$ cat src/rtl/vfd_pkg.sv
package vfd_pkg;

    localparam int ADDR_W  = 16;
    localparam int WORD_W  = 16;
    localparam int BYTE_W  = 8;
    localparam int NREG16  = 5;
    localparam int R8_BASE = 9;
    localparam int NREG8   = 8;
    localparam int LEN_W   = 3;

    typedef enum logic [2:0] {
        K_NONE   = 3'd0,
        K_IMM8   = 3'd1,
        K_IMM16  = 3'd2,
        K_ABS    = 3'd3,
        K_REG8   = 3'd4,
        K_REG16  = 3'd5,
        K_REGOFF = 3'd6
    } okind_t;

    typedef struct packed {
        logic   legal;
        okind_t k1;
        okind_t k2;
    } opinfo_t;

    // Second-position source for the word-register families.
    function automatic okind_t src_word(input logic [1:0] sel);
        case (sel)
            2'd0:    return K_REG16;
            2'd1:    return K_REGOFF;
            2'd2:    return K_ABS;
            default: return K_IMM16;
        endcase
    endfunction

    // Second-position source for the byte-register families.
    function automatic okind_t src_byte(input logic [1:0] sel, input logic wide_imm);
        case (sel)
            2'd0:    return K_REG8;
            2'd1:    return K_REGOFF;
            2'd2:    return K_ABS;
            default: return wide_imm ? K_IMM16 : K_IMM8;
        endcase
    endfunction

    function automatic logic [LEN_W-1:0] kind_bytes(input okind_t k);
        case (k)
            K_IMM8, K_REG8, K_REG16:  return 3'd1;
            K_IMM16, K_ABS, K_REGOFF: return 3'd2;
            default:                  return 3'd0;
        endcase
    endfunction

    function automatic opinfo_t opcode_info(input logic [7:0] op);
        opinfo_t r;
        r.legal = 1'b1;
        r.k1    = K_NONE;
        r.k2    = K_NONE;
        case (op) inside
            8'h00, 8'h47, [8'h82:8'h86]: ;
            [8'h01:8'h08]: begin
                case (op[3:0])
                    4'h1: begin r.k1 = K_REG16;  r.k2 = K_REG16;  end
                    4'h2: begin r.k1 = K_REG16;  r.k2 = K_REGOFF; end
                    4'h3: begin r.k1 = K_REG16;  r.k2 = K_ABS;    end
                    4'h4: begin r.k1 = K_REGOFF; r.k2 = K_REG16;  end
                    4'h5: begin r.k1 = K_ABS;    r.k2 = K_REG16;  end
                    4'h6: begin r.k1 = K_REG16;  r.k2 = K_IMM16;  end
                    4'h7: begin r.k1 = K_REGOFF; r.k2 = K_IMM16;  end
                    default: begin r.k1 = K_ABS; r.k2 = K_IMM16;  end
                endcase
            end
            [8'h09:8'h10]: begin
                case (op[3:0])
                    4'h9: begin r.k1 = K_REG8;   r.k2 = K_REG8;   end
                    4'hA: begin r.k1 = K_REG8;   r.k2 = K_REGOFF; end
                    4'hB: begin r.k1 = K_REG8;   r.k2 = K_ABS;    end
                    4'hC: begin r.k1 = K_REGOFF; r.k2 = K_REG8;   end
                    4'hD: begin r.k1 = K_ABS;    r.k2 = K_REG8;   end
                    4'hE: begin r.k1 = K_REG8;   r.k2 = K_IMM8;   end
                    4'hF: begin r.k1 = K_REGOFF; r.k2 = K_IMM8;   end
                    default: begin r.k1 = K_ABS; r.k2 = K_IMM8;   end
                endcase
            end
            [8'h11:8'h14], [8'h19:8'h1C], [8'h25:8'h28]: begin
                r.k1 = K_REG16; r.k2 = src_word(op[1:0] - 2'd1);
            end
            [8'h58:8'h5B], [8'h60:8'h63], [8'h68:8'h6B]: begin
                r.k1 = K_REG16; r.k2 = src_word(op[1:0]);
            end
            [8'h72:8'h75], [8'h7A:8'h7D]: begin
                r.k1 = K_REG16; r.k2 = src_word(op[1:0] - 2'd2);
            end
            [8'h15:8'h18], [8'h29:8'h2C]: begin
                r.k1 = K_REG8; r.k2 = src_byte(op[1:0] - 2'd1, 1'b0);
            end
            [8'h1D:8'h20]: begin
                r.k1 = K_REG8; r.k2 = src_byte(op[1:0] - 2'd1, 1'b1);
            end
            [8'h5C:8'h5F], [8'h64:8'h67], [8'h6C:8'h6F]: begin
                r.k1 = K_REG8; r.k2 = src_byte(op[1:0], 1'b1);
            end
            [8'h76:8'h79], [8'h7E:8'h81]: begin
                r.k1 = K_REG8; r.k2 = src_byte(op[1:0] - 2'd2, 1'b1);
            end
            8'h21, 8'h23, 8'h43, 8'h70: r.k1 = K_REG16;
            8'h22, 8'h24, 8'h44, 8'h71: r.k1 = K_REG8;
            [8'h2D:8'h3A]:              r.k1 = op[0] ? K_REGOFF : K_IMM16;
            8'h45:                      r.k1 = K_REGOFF;
            8'h46:                      r.k1 = K_IMM16;
            [8'h3B:8'h3E], [8'h87:8'h8A], [8'h8B:8'h8E]:
                                        r.k1 = src_word(op[1:0] - 2'd3);
            [8'h48:8'h4B], [8'h50:8'h53]:
                                        r.k1 = src_word(op[1:0]);
            [8'h3F:8'h42]:              r.k1 = src_byte(op[1:0] - 2'd3, 1'b1);
            [8'h4C:8'h4F], [8'h54:8'h57]:
                                        r.k1 = src_byte(op[1:0], 1'b0);
            default:                    r.legal = 1'b0;
        endcase
        return r;
    endfunction

endpackage

$ cat src/rtl/vfd_opmap.sv
module vfd_opmap
    import vfd_pkg::*;
(
    input  logic [7:0]       op,
    output opinfo_t          info,
    output logic [LEN_W-1:0] first_bytes,
    output logic [LEN_W-1:0] operand_bytes
);
    always_comb begin
        info          = opcode_info(op);
        first_bytes   = kind_bytes(info.k1);
        operand_bytes = kind_bytes(info.k1) + kind_bytes(info.k2);
    end
endmodule

$ cat src/rtl/vfd_resolve.sv
module vfd_resolve
    import vfd_pkg::*;
#(
    parameter int W    = WORD_W,
    parameter int NREG = NREG16
) (
    input  okind_t          kind,
    input  logic [W-1:0]    raw,
    input  logic [NREG*W-1:0] regs,
    output logic [W-1:0]    val,
    output logic            bad
);
    localparam int SEL_W = (NREG > 1) ? $clog2(NREG) : 1;
    localparam logic [7:0] NREG_B = 8'(NREG);
    localparam logic [7:0] R8_LO  = 8'(R8_BASE);
    localparam logic [7:0] R8_HI  = 8'(R8_BASE + NREG8 - 1);

    logic [W-1:0] bank [NREG];
    for (genvar g = 0; g < NREG; g++) begin : g_bank
        assign bank[g] = regs[g*W +: W];
    end

    logic [7:0]       lo_b;
    logic [7:0]       hi_b;
    logic [SEL_W-1:0] sel;
    logic [W-1:0]     base;
    logic [W-1:0]     offs;

    assign lo_b = raw[7:0];
    assign hi_b = raw[15:8];

    always_comb begin
        sel  = (hi_b < NREG_B) ? hi_b[SEL_W-1:0] : '0;
        base = bank[sel];
        offs = {{(W-8){lo_b[7]}}, lo_b};
        val  = raw;
        bad  = 1'b0;
        case (kind)
            K_REG16: begin
                val = W'(lo_b);
                bad = (lo_b >= NREG_B);
            end
            K_REG8: begin
                val = W'(lo_b);
                bad = (lo_b < R8_LO) || (lo_b > R8_HI);
            end
            K_REGOFF: begin
                val = base + offs;
                bad = (hi_b >= NREG_B);
            end
            K_IMM8:  val = W'(lo_b);
            K_NONE:  val = '0;
            default: val = raw;
        endcase
    end
endmodule

$ cat src/rtl/vlen_fetch_decoder.sv
module vlen_fetch_decoder
    import vfd_pkg::*;
#(
    parameter int AW   = ADDR_W,
    parameter int DW   = WORD_W,
    parameter int NREG = NREG16
) (
    input  logic               clk,
    input  logic               rst,
    input  logic               start,
    input  logic [AW-1:0]      start_addr,
    input  logic [NREG*DW-1:0] regs_flat,
    output logic               mem_rd,
    output logic [AW-1:0]      mem_addr,
    input  logic [7:0]         mem_rdata,
    output logic               done,
    output logic               illegal,
    output logic [7:0]         opcode,
    output logic [2:0]         op1_kind,
    output logic [2:0]         op2_kind,
    output logic [DW-1:0]      op1_val,
    output logic [DW-1:0]      op2_val,
    output logic [LEN_W-1:0]   length
);
    localparam int NOPS = 2;

    typedef enum logic [1:0] {ST_IDLE, ST_OPC, ST_OPND} state_t;

    state_t            state;
    logic [AW-1:0]     pc;
    logic [LEN_W-1:0]  cnt;
    logic [LEN_W-1:0]  len1_q;
    logic [LEN_W-1:0]  tot_q;
    okind_t            kind_q [NOPS];
    logic [DW-1:0]     raw_q  [NOPS];
    logic [DW-1:0]     val_q  [NOPS];
    logic              done_q;
    logic              ill_q;
    logic [7:0]        opc_q;
    logic [LEN_W-1:0]  len_q;

    opinfo_t           info_now;
    logic [LEN_W-1:0]  first_now;
    logic [LEN_W-1:0]  tot_now;

    vfd_opmap u_map (
        .op           (mem_rdata),
        .info         (info_now),
        .first_bytes  (first_now),
        .operand_bytes(tot_now)
    );

    logic             cur_op;
    logic             cur_last;
    logic [DW-1:0]    raw_in  [NOPS];
    logic [DW-1:0]    res_val [NOPS];
    logic             res_bad [NOPS];

    assign cur_op   = (cnt >= len1_q);
    assign cur_last = cur_op ? ((cnt + 3'd1) == tot_q) : ((cnt + 3'd1) == len1_q);

    for (genvar n = 0; n < NOPS; n++) begin : g_opnd
        assign raw_in[n] = (cur_op == 1'(n)) ? {raw_q[n][DW-9:0], mem_rdata} : raw_q[n];
        vfd_resolve #(.W(DW), .NREG(NREG)) u_res (
            .kind(kind_q[n]),
            .raw (raw_in[n]),
            .regs(regs_flat),
            .val (res_val[n]),
            .bad (res_bad[n])
        );
    end

    always_ff @(posedge clk) begin
        if (rst) begin
            state     <= ST_IDLE;
            pc        <= '0;
            cnt       <= '0;
            len1_q    <= '0;
            tot_q     <= '0;
            done_q    <= 1'b0;
            ill_q     <= 1'b0;
            opc_q     <= '0;
            len_q     <= '0;
            for (int n = 0; n < NOPS; n++) begin
                kind_q[n] <= K_NONE;
                raw_q[n]  <= '0;
                val_q[n]  <= '0;
            end
        end else begin
            done_q <= 1'b0;
            case (state)
                ST_IDLE: begin
                    if (start) begin
                        pc    <= start_addr;
                        cnt   <= '0;
                        state <= ST_OPC;
                        for (int n = 0; n < NOPS; n++) raw_q[n] <= '0;
                    end
                end
                ST_OPC: begin
                    pc       <= pc + 1'b1;
                    opc_q    <= mem_rdata;
                    val_q[0] <= '0;
                    val_q[1] <= '0;
                    if (!info_now.legal) begin
                        ill_q     <= 1'b1;
                        kind_q[0] <= K_NONE;
                        kind_q[1] <= K_NONE;
                        len_q     <= 3'd1;
                        done_q    <= 1'b1;
                        state     <= ST_IDLE;
                    end else begin
                        ill_q     <= 1'b0;
                        kind_q[0] <= info_now.k1;
                        kind_q[1] <= info_now.k2;
                        len1_q    <= first_now;
                        tot_q     <= tot_now;
                        if (tot_now == '0) begin
                            len_q  <= 3'd1;
                            done_q <= 1'b1;
                            state  <= ST_IDLE;
                        end else begin
                            state  <= ST_OPND;
                        end
                    end
                end
                ST_OPND: begin
                    pc             <= pc + 1'b1;
                    cnt            <= cnt + 3'd1;
                    raw_q[cur_op]  <= raw_in[cur_op];
                    if (cur_last) begin
                        val_q[cur_op] <= res_val[cur_op];
                        if (res_bad[cur_op]) begin
                            ill_q  <= 1'b1;
                            len_q  <= cnt + 3'd2;
                            done_q <= 1'b1;
                            state  <= ST_IDLE;
                        end else if (cur_op || (len1_q == tot_q)) begin
                            len_q  <= tot_q + 3'd1;
                            done_q <= 1'b1;
                            state  <= ST_IDLE;
                        end
                    end
                end
                default: state <= ST_IDLE;
            endcase
        end
    end

    assign mem_rd   = (state != ST_IDLE);
    assign mem_addr = pc;
    assign done     = done_q;
    assign illegal  = ill_q;
    assign opcode   = opc_q;
    assign op1_kind = kind_q[0];
    assign op2_kind = kind_q[1];
    assign op1_val  = val_q[0];
    assign op2_val  = val_q[1];
    assign length   = len_q;
endmodule

$ cat config.mk
export PLATFORM = sky130hd
export DESIGN_NAME = vlen_fetch_decoder
export DESIGN_NICKNAME = d
export VERILOG_FILES = /design/src/rtl/vfd_pkg.sv /design/src/rtl/vfd_opmap.sv /design/src/rtl/vfd_resolve.sv /design/src/rtl/vlen_fetch_decoder.sv
export SDC_FILE = /design/constraint.sdc
export NUM_CORES = 1
export LEC_CHECK = 0
export BUFFER_PORTS_ARGS = -buffer_cell sky130_fd_sc_hd__buf_4
export CAP_MARGIN = 40
export CORE_ASPECT_RATIO = 1.2
export CORE_MARGIN = 2
export CORE_UTILIZATION = 53
export CTS_BUF_LIST = sky130_fd_sc_hd__clkbuf_2 sky130_fd_sc_hd__clkbuf_4 sky130_fd_sc_hd__clkbuf_8
export DETAILED_ROUTE_END_ITERATION = 10
export PLACE_DENSITY_LB_ADDON = 0.12
export REMOVE_ABC_BUFFERS = 1
export SETUP_SLACK_MARGIN = 0.4
export SYNTH_ARGS = -nofsm -noshare
export SYNTH_HDL_FRONTEND = slang
export SYNTH_SLANG_ARGS = --single-unit
export TNS_END_PERCENT = 10
$ cat constraint.sdc
create_clock -name clk -period 4.6 [get_ports clk]
set_input_delay 0.46 -clock clk [delete_from_list [all_inputs] [get_ports clk]]
set_output_delay 0.46 -clock clk [all_outputs]
set_load 0.02 [all_outputs]
### Yosys cells after proc, flatten, opt, wreduce, memory -nomap -nowiden

Memory sizes are Yosys's and may differ from the RTL's.
Index checks and enable logic that the tools add are counted.

* register bits: 40
* latch bits: 0
* RAM bits: 70
* ROM bits: 0
* input bits: 107
* output and inout port bits: 68
* word-level logic and storage cells: 388
* memories: 3

* add/subtract/negate cells: 10
* $mul: 0
* div/mod/pow operators: 0
* order comparisons: 70
* equal/unequal tests: 63
* shifts and indexed selects: 0
* muxes and demuxes: 151
* bitwise operators: 11
* reductions and logical operators: 71

Memories
* raw_q: words 2, bits a word 16, read ports 2, clocked after Yosys merged registers in 0, wr ports 2, RTL line vlen_fetch_decoder.sv:35 `logic [DW-1:0] raw_q [NOPS];`
* val_q: words 2, bits a word 16, read ports 2, clocked after Yosys merged registers in 0, wr ports 2, RTL line vlen_fetch_decoder.sv:36 `logic [DW-1:0] val_q [NOPS];`
* kind_q: words 2, bits a word 3, read ports 2, clocked after Yosys merged registers in 0, wr ports 2, RTL line vlen_fetch_decoder.sv:34 `okind_t kind_q [NOPS];`

Operators with widths (count)
* 2-to-1 mux 16 bit: 19
* 2-to-1 mux 3 bit: 42
* >= comparator 8 x 7 -> 1 bit, second input constant: 14
* less-or-equal comparator 8 x 7 -> 1 bit, second input constant: 14
* binary-select mux 16 bit (select 3 bit): 2
* case mux 16 bit (3 select lines): 2
* case mux 3 bit (3 select lines): 10
* case mux 6 bit (7 select lines): 2
* 2-to-1 mux 1 bit: 58
* equality test 8 x 7 -> 1 bit, second input constant: 7
* >= comparator 8 x 6 -> 1 bit, second input constant: 5
* less-or-equal comparator 8 x 6 -> 1 bit, second input constant: 5
* equality test 3 bit, second input constant: 12
* OR reduction 3 bit: 11
* adder 16 bit: 2
* equality test 8 x 6 -> 1 bit, second input constant: 4
* >= comparator 8 x 3 -> 1 bit, second input constant: 4
* >= comparator 8 x 5 -> 1 bit, second input constant: 4
* less-or-equal comparator 8 x 5 -> 1 bit, second input constant: 4
* less-or-equal comparator 8 bit, second input constant: 4
* case mux 16 bit (2 select lines): 1
* OR reduction 16 bit: 2
* equality test 4 bit, second input constant: 7
* logical AND 1 bit: 28
* other kinds (45): 113

### Logic depth before layout (Yosys ltp)

Gate-level depths: netlist (run 1).

* depth after elaboration: 30
* depth in mapped cells: 23
* gate-level depth less buffers: 22

### Modules after synthesis

A second synthesis (run 1) with hierarchy kept.

* cell total of the unflattened synthesis: 1260
* area total of the unflattened synthesis: 10445.0 sq um

By module, submodules not included
* vlen_fetch_decoder: instances 1, cells each 501, area each 5346.4 sq um
* vfd_resolve: instances 2, cells each 269, area each 1851.8 sq um
* vfd_opmap: instances 1, cells each 221, area each 1395.1 sq um

### Worst setup path before layout (run 1)

No wires, ideal clock.

* path type: register to register
* start: register cnt[0]
* end: memory val_q[1][15] (netlist bit), data pin
* library setup time: 0.180 ns
* arrival: 4.755 ns
* data required time: 4.420 ns
* setup slack: -0.335 ns
* stages on the path, launching flop included: 20
* path buffers: 1
* clock period less this slack: 4.935 ns
* cell sequence: dfxtp_1 inv_1 ha_1 nand2b_1 a21oi_4 mux2i_2 clkbuf_1 mux2i_1 o21ai_0 a21oi_1 a21oi_1 ha_1 o21a_1 a2111oi_0 o311ai_0 nand2_1 a211oi_1 o41ai_1 xnor2_1 a221oi_1

RTL lines
* start: declaration: RTL line vlen_fetch_decoder.sv:31 `logic [LEN_W-1:0] cnt;`
* start signal: assignment: RTL line vlen_fetch_decoder.sv:129 `cnt <= cnt + 3'd1;`
* end: declaration: RTL line vlen_fetch_decoder.sv:36

==> run summary, run 1 <==
Hold-fix buffers, CTS -> 0
total global routing overflow -> 0
aggregate routed wire length -> 36.6 mm
latest clock arrival within the worst-skew pair -> 420 ps
clk buf depth -> 2
worst path bufs/invs -> 34
Clock Sinks -> 109
Crit path top cell by count -> buf_4
CTS tree -> built
fmax -> 0.223 GHz
initial DRC count -> 893
post-synthesis sequential area ratio -> 29.7%
Clk pwr share -> 17.8%
Die Wd -> 128 um
LEAKAGE -> 5.70 nW
vias in the first global route -> 10300
Initial Util -> 53.8%
RR Startpoint -> len1_q[1]$_SDFFE_PP0P_
CP Class -> register to register
yosys synthesis warning count -> 0
Die Y -> 152 um
Routed WL per cell -> 20.6 um
critical path arrival -> 4830 ps
Largest delay share family, worst path -> buffers and inverters
Peak VDD IR -> 0.000216 V
Cell Area, Synth -> 9710 um^2
all-layer global routing usage -> 35.5%
post-route antenna net violation count -> 0
via count -> 11200
HP Class -> input pin to register
cell count after synthesis -> 1234
Layout area overhead -> 37.2%
H-tree depth -> 3
via/cell ratio -> 6.29
CP Launch Type -> register
flop and latch count out of synthesis -> 109
share of flip-flops with an asynchronous set or reset -> 0%
Rows -> 54
final setup fails -> 0
clock edge transition at the registers on the reported setup and hold paths -> 140 ps
Switch Pwr -> 1.44 mW
crit path launch -> len1_q[1]$_SDFFE_PP0P_
core area -> 18000 um^2
initial antenna violation count -> 0
PnR Total Power -> 3.57 mW
Max Slew Vio Count -> 0
RSZ-0062 raised after global routing -> yes
Slowest cell on crit path -> dfxtp_2
Final Hold Vio Count -> 0
EDFF count, synth -> 70
ys flop type -> edfxtp_1
Pwr per Cell Area -> 268 nW/um^2
Req. time, crit path -> 4940 ps
Layout fillers -> 1445
pin count of the biggest net entering global routing -> 41
Hold Path Origin -> start_addr[0]
Final Skew -> 30.4 ps
Slew @ Worst Pin -> 846 ps
Period minus WS final -> 4490 ps
Worst Hold Slack -> 315 ps
drt drc -> 0
Total Die Area -> 19400 um^2
first-pass GRT wire length -> 54.4 mm
ANT cells -> 0
Flop pwr share -> 33.9%
Mean Syn Cell Area -> 7.87 um^2
maximum fanout along the worst path -> 2
max_cap viols -> 0
port buffer count -> 174
status -> finished clean
internal power -> 2.13 mW
slowest cell delay on critical path -> 370 ps
relative slew slack -> 43.6%
combinational power share -> 48.2%
drt first pass iters -> 7
endpoint type of the worst setup path -> register
Netlist cell types -> 83
hpwl dp -> 25.7 mm
sw frac -> 40.3%
gp weighted congestion -> 0.970
boundary pin count -> 175
layout cell share with drive strength beyond 1 -> 31.1%
CTS buffer count -> 9
Final nets -> 1706
CTS Root Cell -> clkbuf_8
Tcrit/Tclk final -> 97.6%
## flip-flops by register name (all words and copies together) (netlist names)
name,count
cnt,3
done,1
illegal,1
kind_q,6
len1_q,2
length,3
mem_addr,16
opcode,8
raw_q,32
state,2
tot_q,3
val_q,32
## routing by layer
metal  GRT usage [%]  up-vias  wire, um
met3            4.78      150      2500
met4            22.9        0      2540
met2            59.8      618     17600
met5               0        -         0
li1                -     5180         -
met1            42.1     5232     14000
## cells in the mapped netlist (10+ instances only)
cell type / n / share of area, %
clkbuf_1: 61 / 2.4
dfxtp_1: 39 / 8.0
a21oi_1: 127 / 6.5
a31oi_1: 13 / 0.84
nand2b_1: 17 / 1.1
a221oi_1: 18 / 1.6
edfxtp_1: 70 / 22
nand3_1: 36 / 1.9
nand2_1: 128 / 4.9
and3_1: 11 / 0.71
inv_1: 35 / 1.4
nor2_1: 133 / 5.1
nand4_1: 11 / 0.71
ha_1: 47 / 6.1
buf_2: 12 / 0.62
o211ai_1: 10 / 0.77
o21ai_0: 82 / 4.2
xnor2_1: 18 / 1.6
nor3_1: 37 / 1.9
o21a_1: 12 / 0.93
xor2_1: 14 / 1.3
o31ai_1: 11 / 0.85
nor2b_1: 21 / 1.4
a211oi_1: 18 / 1.4
and2_1: 37 / 2.4
mux2i_1: 51 / 5.3
## power by group through the flow
stage | Combinational, mW | Sequential, mW | Clock, mW
after floorplan | 0.790 | 1.29 | 0
after global placement | 1.50 | 1.22 | 0
after detailed placement | 1.51 | 1.23 | 0
after CTS | 1.61 | 1.21 | 0.623
after global routing | 1.84 | 1.22 | 0.678
final | 1.72 | 1.21 | 0.636
## layout make-up
type | instances | area, um^2 | share of cell area (%)
Timing Repair Buffer | 386 | 3080 | 23.2
Sequential cell | 109 | 2890 | 21.7
Inverter | 37 | 139 | 1.04
Tap cell | 224 | 280 | 2.10
Clock buffer | 9 | 124 | 0.930
Multi-Input combinational cell | 1006 | 6730 | 50.5
Clock inverter | 7 | 78.8 | 0.592
## cell usage in the layout, fill, tap and decap left out, types with 5 or more instances in the layout
cell type  netlist  final
buf_4            0    355
nor2_1         133    132
nand2_1        128    126
a21oi_1        127    117
o21ai_0         82     76
edfxtp_1        70     70
mux2i_1         51     48
ha_1            47     41
and2_1          37     38
dfxtp_1         39     36
nand3_1         36     35
nor3_1          37     35
inv_1           35     33
buf_6            0     23
nor2b_1         21     20
xnor2_1         18     18
nand2b_1        17     16
a211oi_1        18     16
xor2_1          14     14
o21a_1          12     12
a221oi_1        18     12
a31oi_1         13     12
and3_1          11     11
nand4_1         11     11
o211ai_1        10     10
a21oi_2          0     10
clkbuf_8         0      9
o31ai_1         11      8
a22oi_1          9      8
o22ai_1          8      8
o21ai_1          3      8
buf_12           0      8
nand4b_1         7      7
a21o_1           8      7
or3_1            6      6
or2_2            6      6
nor4b_1          7      6
a221oi_2         0      6
a32o_1           6      5
## path summary, 6_finish.rpt
kind                                                  to  cells past startpoint  slack (ps)
worst min register to register     state[1]$_SDFFE_PP0P_                      2         480
worst max register to register    len1_q[1]$_SDFFE_PP0P_                     35         110
worst min-delay path            mem_addr[0]$_SDFFE_PP0P_                      3         310
worst max-delay path              len1_q[1]$_SDFFE_PP0P_                     35         110
## metrics by stage
stage	area (um^2)	instances	utilization [%]	TNS, ps	setup WS, ps
after CTS	13000	1764	71.9	0	193
final	13300	1778	73.8	0	111
after floorplan	9390	1152	-	-16570	-1090
after global placement	12200	1697	67.5	-259	-170
after detailed placement	12200	1697	67.5	-591	-264
after global routing	13300	1778	73.8	-109	-35.2
## worst min-delay path, stage by stage
cell,delay [ps]
buf_4,110
nand3_1,70
a21oi_1,60
## logic make-up after synthesis
logic type               synth area share, %
AND/OR/NAND/NOR                         24.6
AO/OA/AOI/OAI                           25.3
buffers and inverters                   4.75
flip-flops                              29.7
multiplexers                            5.86
adder cells (fa/ha/maj)                 6.67
XOR/XNOR                                3.13
## repair_timing
action | CTS | global route
endpoints found under the setup margin | 24 | 34
setup buffers | 51 | 14
cloned | 0 | 0
resized for setup | 47 | 55
pin swaps | 31 | 26
No activity file was read; power rests on OpenSTA's default activity.
==> run 2, diff against run 1 <==
Settings changed: CORE_UTILIZATION 53 to 49, SETUP_SLACK_MARGIN 0.4 to default.
==> run summary, run 2 (same netlist as run 1, synthesis figures left out) <==
ANT cells -> 0 (unchanged)
via/cell ratio -> 6.02 (was 6.29)
CP Class -> register to register (unchanged)
endpoint type of the worst setup path -> register (unchanged)
maximum fanout along the worst path -> 16 (was 2)
initial antenna violation count -> 0 (unchanged)
Final Skew -> 21.0 ps (was 30.4 ps)
WP depth -> 24 (was 35)
Tcrit/Tclk final -> 96.0% (was 97.6%)
Rows -> 56 (was 54)
drt drc -> 0 (unchanged)
post-route antenna net violation count -> 0 (unchanged)
HP Class -> input pin to register (unchanged)
Pwr per Cell Area -> 282 nW/um^2 (was 268 nW/um^2)
sw frac -> 37.6% (was 40.3%)
boundary pin count -> 175 (unchanged)
worst-path cell chain -> inv_1 -> ha_1 -> nand2b_4 -> a21oi_4 -> buf_4 -> buf_6 -> nand3_1 -> o31ai_2 -> and2_1 -> a22oi_1 -> o21ai_1 -> nand2_1 -> buf_4 -> o21a_1 -> fa_1 -> nor2b_1 -> o21ai_1 -> nand2b_1 -> a31oi_1 -> nor2b_1 -> xnor2_1 -> a222oi_1 -> buf_4 -> nor2_1
critical path arrival -> 4570 ps (was 4830 ps)
Final nets -> 1639 (was 1706)
vias in the first global route -> 9943 (was 10300)
Layout area overhead -> 30.2% (was 37.2%)
combinational power share -> 45.3% (was 48.2%)
core area -> 19500 um^2 (was 18000 um^2)
drt first pass iters -> 5 (was 7)
CTS tree -> built (unchanged)
pin count of the biggest net entering global routing -> 51 (was 41)
fmax -> 0.226 GHz (was 0.223 GHz)
end of the critical path -> val_q[0][6]$_SDFFCE_PN0P_ (was len1_q[1]$_SDFFE_PP0P_)
first-pass GRT wire length -> 52.8 mm (was 54.4 mm)
Routed WL per cell -> 19.7 um (was 20.6 um)
port buffer count -> 174 (unchanged)
LEAKAGE -> 5.31 nW (was 5.70 nW)
Initial Util -> 49.9% (was 53.8%)
Period minus WS final -> 4420 ps (was 4490 ps)
Clk pwr share -> 20.8% (was 17.8%)
R2R depth -> 24 (was 35)
Slowest cell on crit path -> fa_1 (was dfxtp_2)
Max Slew Vio Count -> 0 (unchanged)
CP Launch Type -> register (unchanged)
gp weighted congestion -> 1.03 (was 0.970)
Req. time, crit path -> 4750 ps (was 4940 ps)
clk buf depth -> 2 (unchanged)
multi-input logic area -> 6570 um^2 (was 6730 um^2)
clock edge transition at the registers on the reported setup and hold paths -> 130 ps (was 140 ps)
Worst Hold Slack -> 335 ps (was 315 ps)
worst path bufs/invs -> 5 (was 34)
Final Hold Vio Count -> 0 (unchanged)
Flop pwr share -> 33.9% (about the same)
max_cap viols -> 0 (unchanged)
CTS buffer count -> 9 (unchanged)
Switch Pwr -> 1.34 mW (was 1.44 mW)
Peak VDD IR -> 0.000218 V (was 0.000216 V)
aggregate routed wire length -> 34.4 mm (was 36.6 mm)
status -> finished clean (unchanged)
all-layer global routing usage -> 31.9% (was 35.5%)
total global routing overflow -> 0 (unchanged)
FF/Latch Area -> 2890 um^2 (about the same)
Place WS -> -271 ps (was -264 ps)
Largest delay share family, worst path -> simple AND/OR/NAND/NOR gates (was buffers and inverters)
RR Startpoint -> cnt[0]$_SDFFE_PP0P_ (was len1_q[1]$_SDFFE_PP0P_)
Die Y -> 158 um (was 152 um)
Clock Sinks -> 109 (unchanged)
Crit path top cell by count -> buf_4 (unchanged)
end of the worst register-to-register path -> val_q[0][6]$_SDFFCE_PN0P_ (was len1_q[1]$_SDFFE_PP0P_)
initial DRC count -> 694 (was 893)
slowest cell delay on critical path -> 420 ps (was 370 ps)
Hold Path Origin -> start_addr[0] (unchanged)
relative slew slack -> 41.6% (was 43.6%)
commonest non-fill, non-tap cell in the layout -> buf_4 (unchanged)
Core Util, Final -> 64.9% (was 73.8%)
via count -> 10500 (was 11200)
H-tree depth -> 3 (unchanged)
latest clock arrival within the worst-skew pair -> 390 ps (was 420 ps)
setup ws final -> 184 ps (was 111 ps)
crit path launch -> cnt[0]$_SDFFE_PP0P_ (was len1_q[1]$_SDFFE_PP0P_)
highest-count cells in the layout ignoring fill and taps -> buf_4, nor2_1, nand2_1 (unchanged)
Total Die Area -> 21000 um^2 (was 19400 um^2)
final setup fails -> 0 (unchanged)
Layout fillers -> 1782 (was 1445)
PnR Total Power -> 3.56 mW (was 3.57 mW)
internal power -> 2.22 mW (was 2.13 mW)
RSZ-0062 raised after global routing -> yes (unchanged)
CTS Root Cell -> clkbuf_8 (unchanged)
Die Wd -> 133 um (was 128 um)
layout cell share with drive strength beyond 1 -> 26.2% (was 31.1%)
hpwl dp -> 26.5 mm (was 25.7 mm)
Slew @ Worst Pin -> 873 ps (was 846 ps)
flop-to-flop setup slack -> 180 ps (was 110 ps)
## run 2: what timing repair did
item	4_1_cts	5_1_grt
pin swaps	0	21
hold buffers	0	0
setup endpoints to repair	8	19
buffers inserted	0	6
gates resized for setup	7	38
## run 2: layer usage
metal | track usage, % | part of all wire [%] | up-vias
met2 | 56.6 | 49 | 465
met3 | 3.78 | 6.0 | 93
li1 | - | - | 5044
met4 | 16.4 | 5.0 | 0
met1 | 38.2 | 40 | 4919
met5 | 0 | 0 | -
## run 2: through the flow
stage          setup TNS, ps  cells  area, um^2
5_1_grt                 -314   1748       12600
2_1_floorplan         -16570   1152        9390
4_1_cts                -38.5   1742       12400
6_report                   0   1748       12600
3_3_place_gp            -256   1726       12100
3_5_place_dp            -845   1726       12100
## run 2: worst min-delay path: stages
cell and delay [ps]:
buf_4 110, nand3_1 70, a21oi_1 60
## run 2: layout make-up
| type | instances | area share, % |
|---|---|---|
| tap | 261 | 2.58 |
| clock buffer | 9 | 0.980 |
| timing repair buffer | 319 | 19.5 |
| inverter | 37 | 1.10 |
| clock inverter | 7 | 1.04 |
| multi-input combinational | 1006 | 51.9 |
| sequential | 109 | 22.8 |
## run 2: how the worst min path moves through the flow
stage / end / slack [ps] / cells after the start
after global routing: mem_addr[0]$_SDFFE_PP0P_ / 310 / 3
after global placement: state[1]$_SDFFE_PP0P_ / 460 / 2
final: mem_addr[0]$_SDFFE_PP0P_ / 330 / 3
after CTS: mem_addr[0]$_SDFFE_PP0P_ / 320 / 3
after detailed placement: state[1]$_SDFFE_PP0P_ / 470 / 2
after floorplan: state[1]$_SDFFE_PP0P_ / 450 / 2
## run 2: power groups by stage
stage / sequential [mW] / clock, mW / combinational [mW]
2_1_floorplan: 1.29 / 0 / 0.790
3_3_place_gp: 1.23 / 0 / 1.52
3_5_place_dp: 1.23 / 0 / 1.52
4_1_cts: 1.21 / 0.755 / 1.55
5_1_grt: 1.22 / 0.783 / 1.74
6_report: 1.21 / 0.741 / 1.61
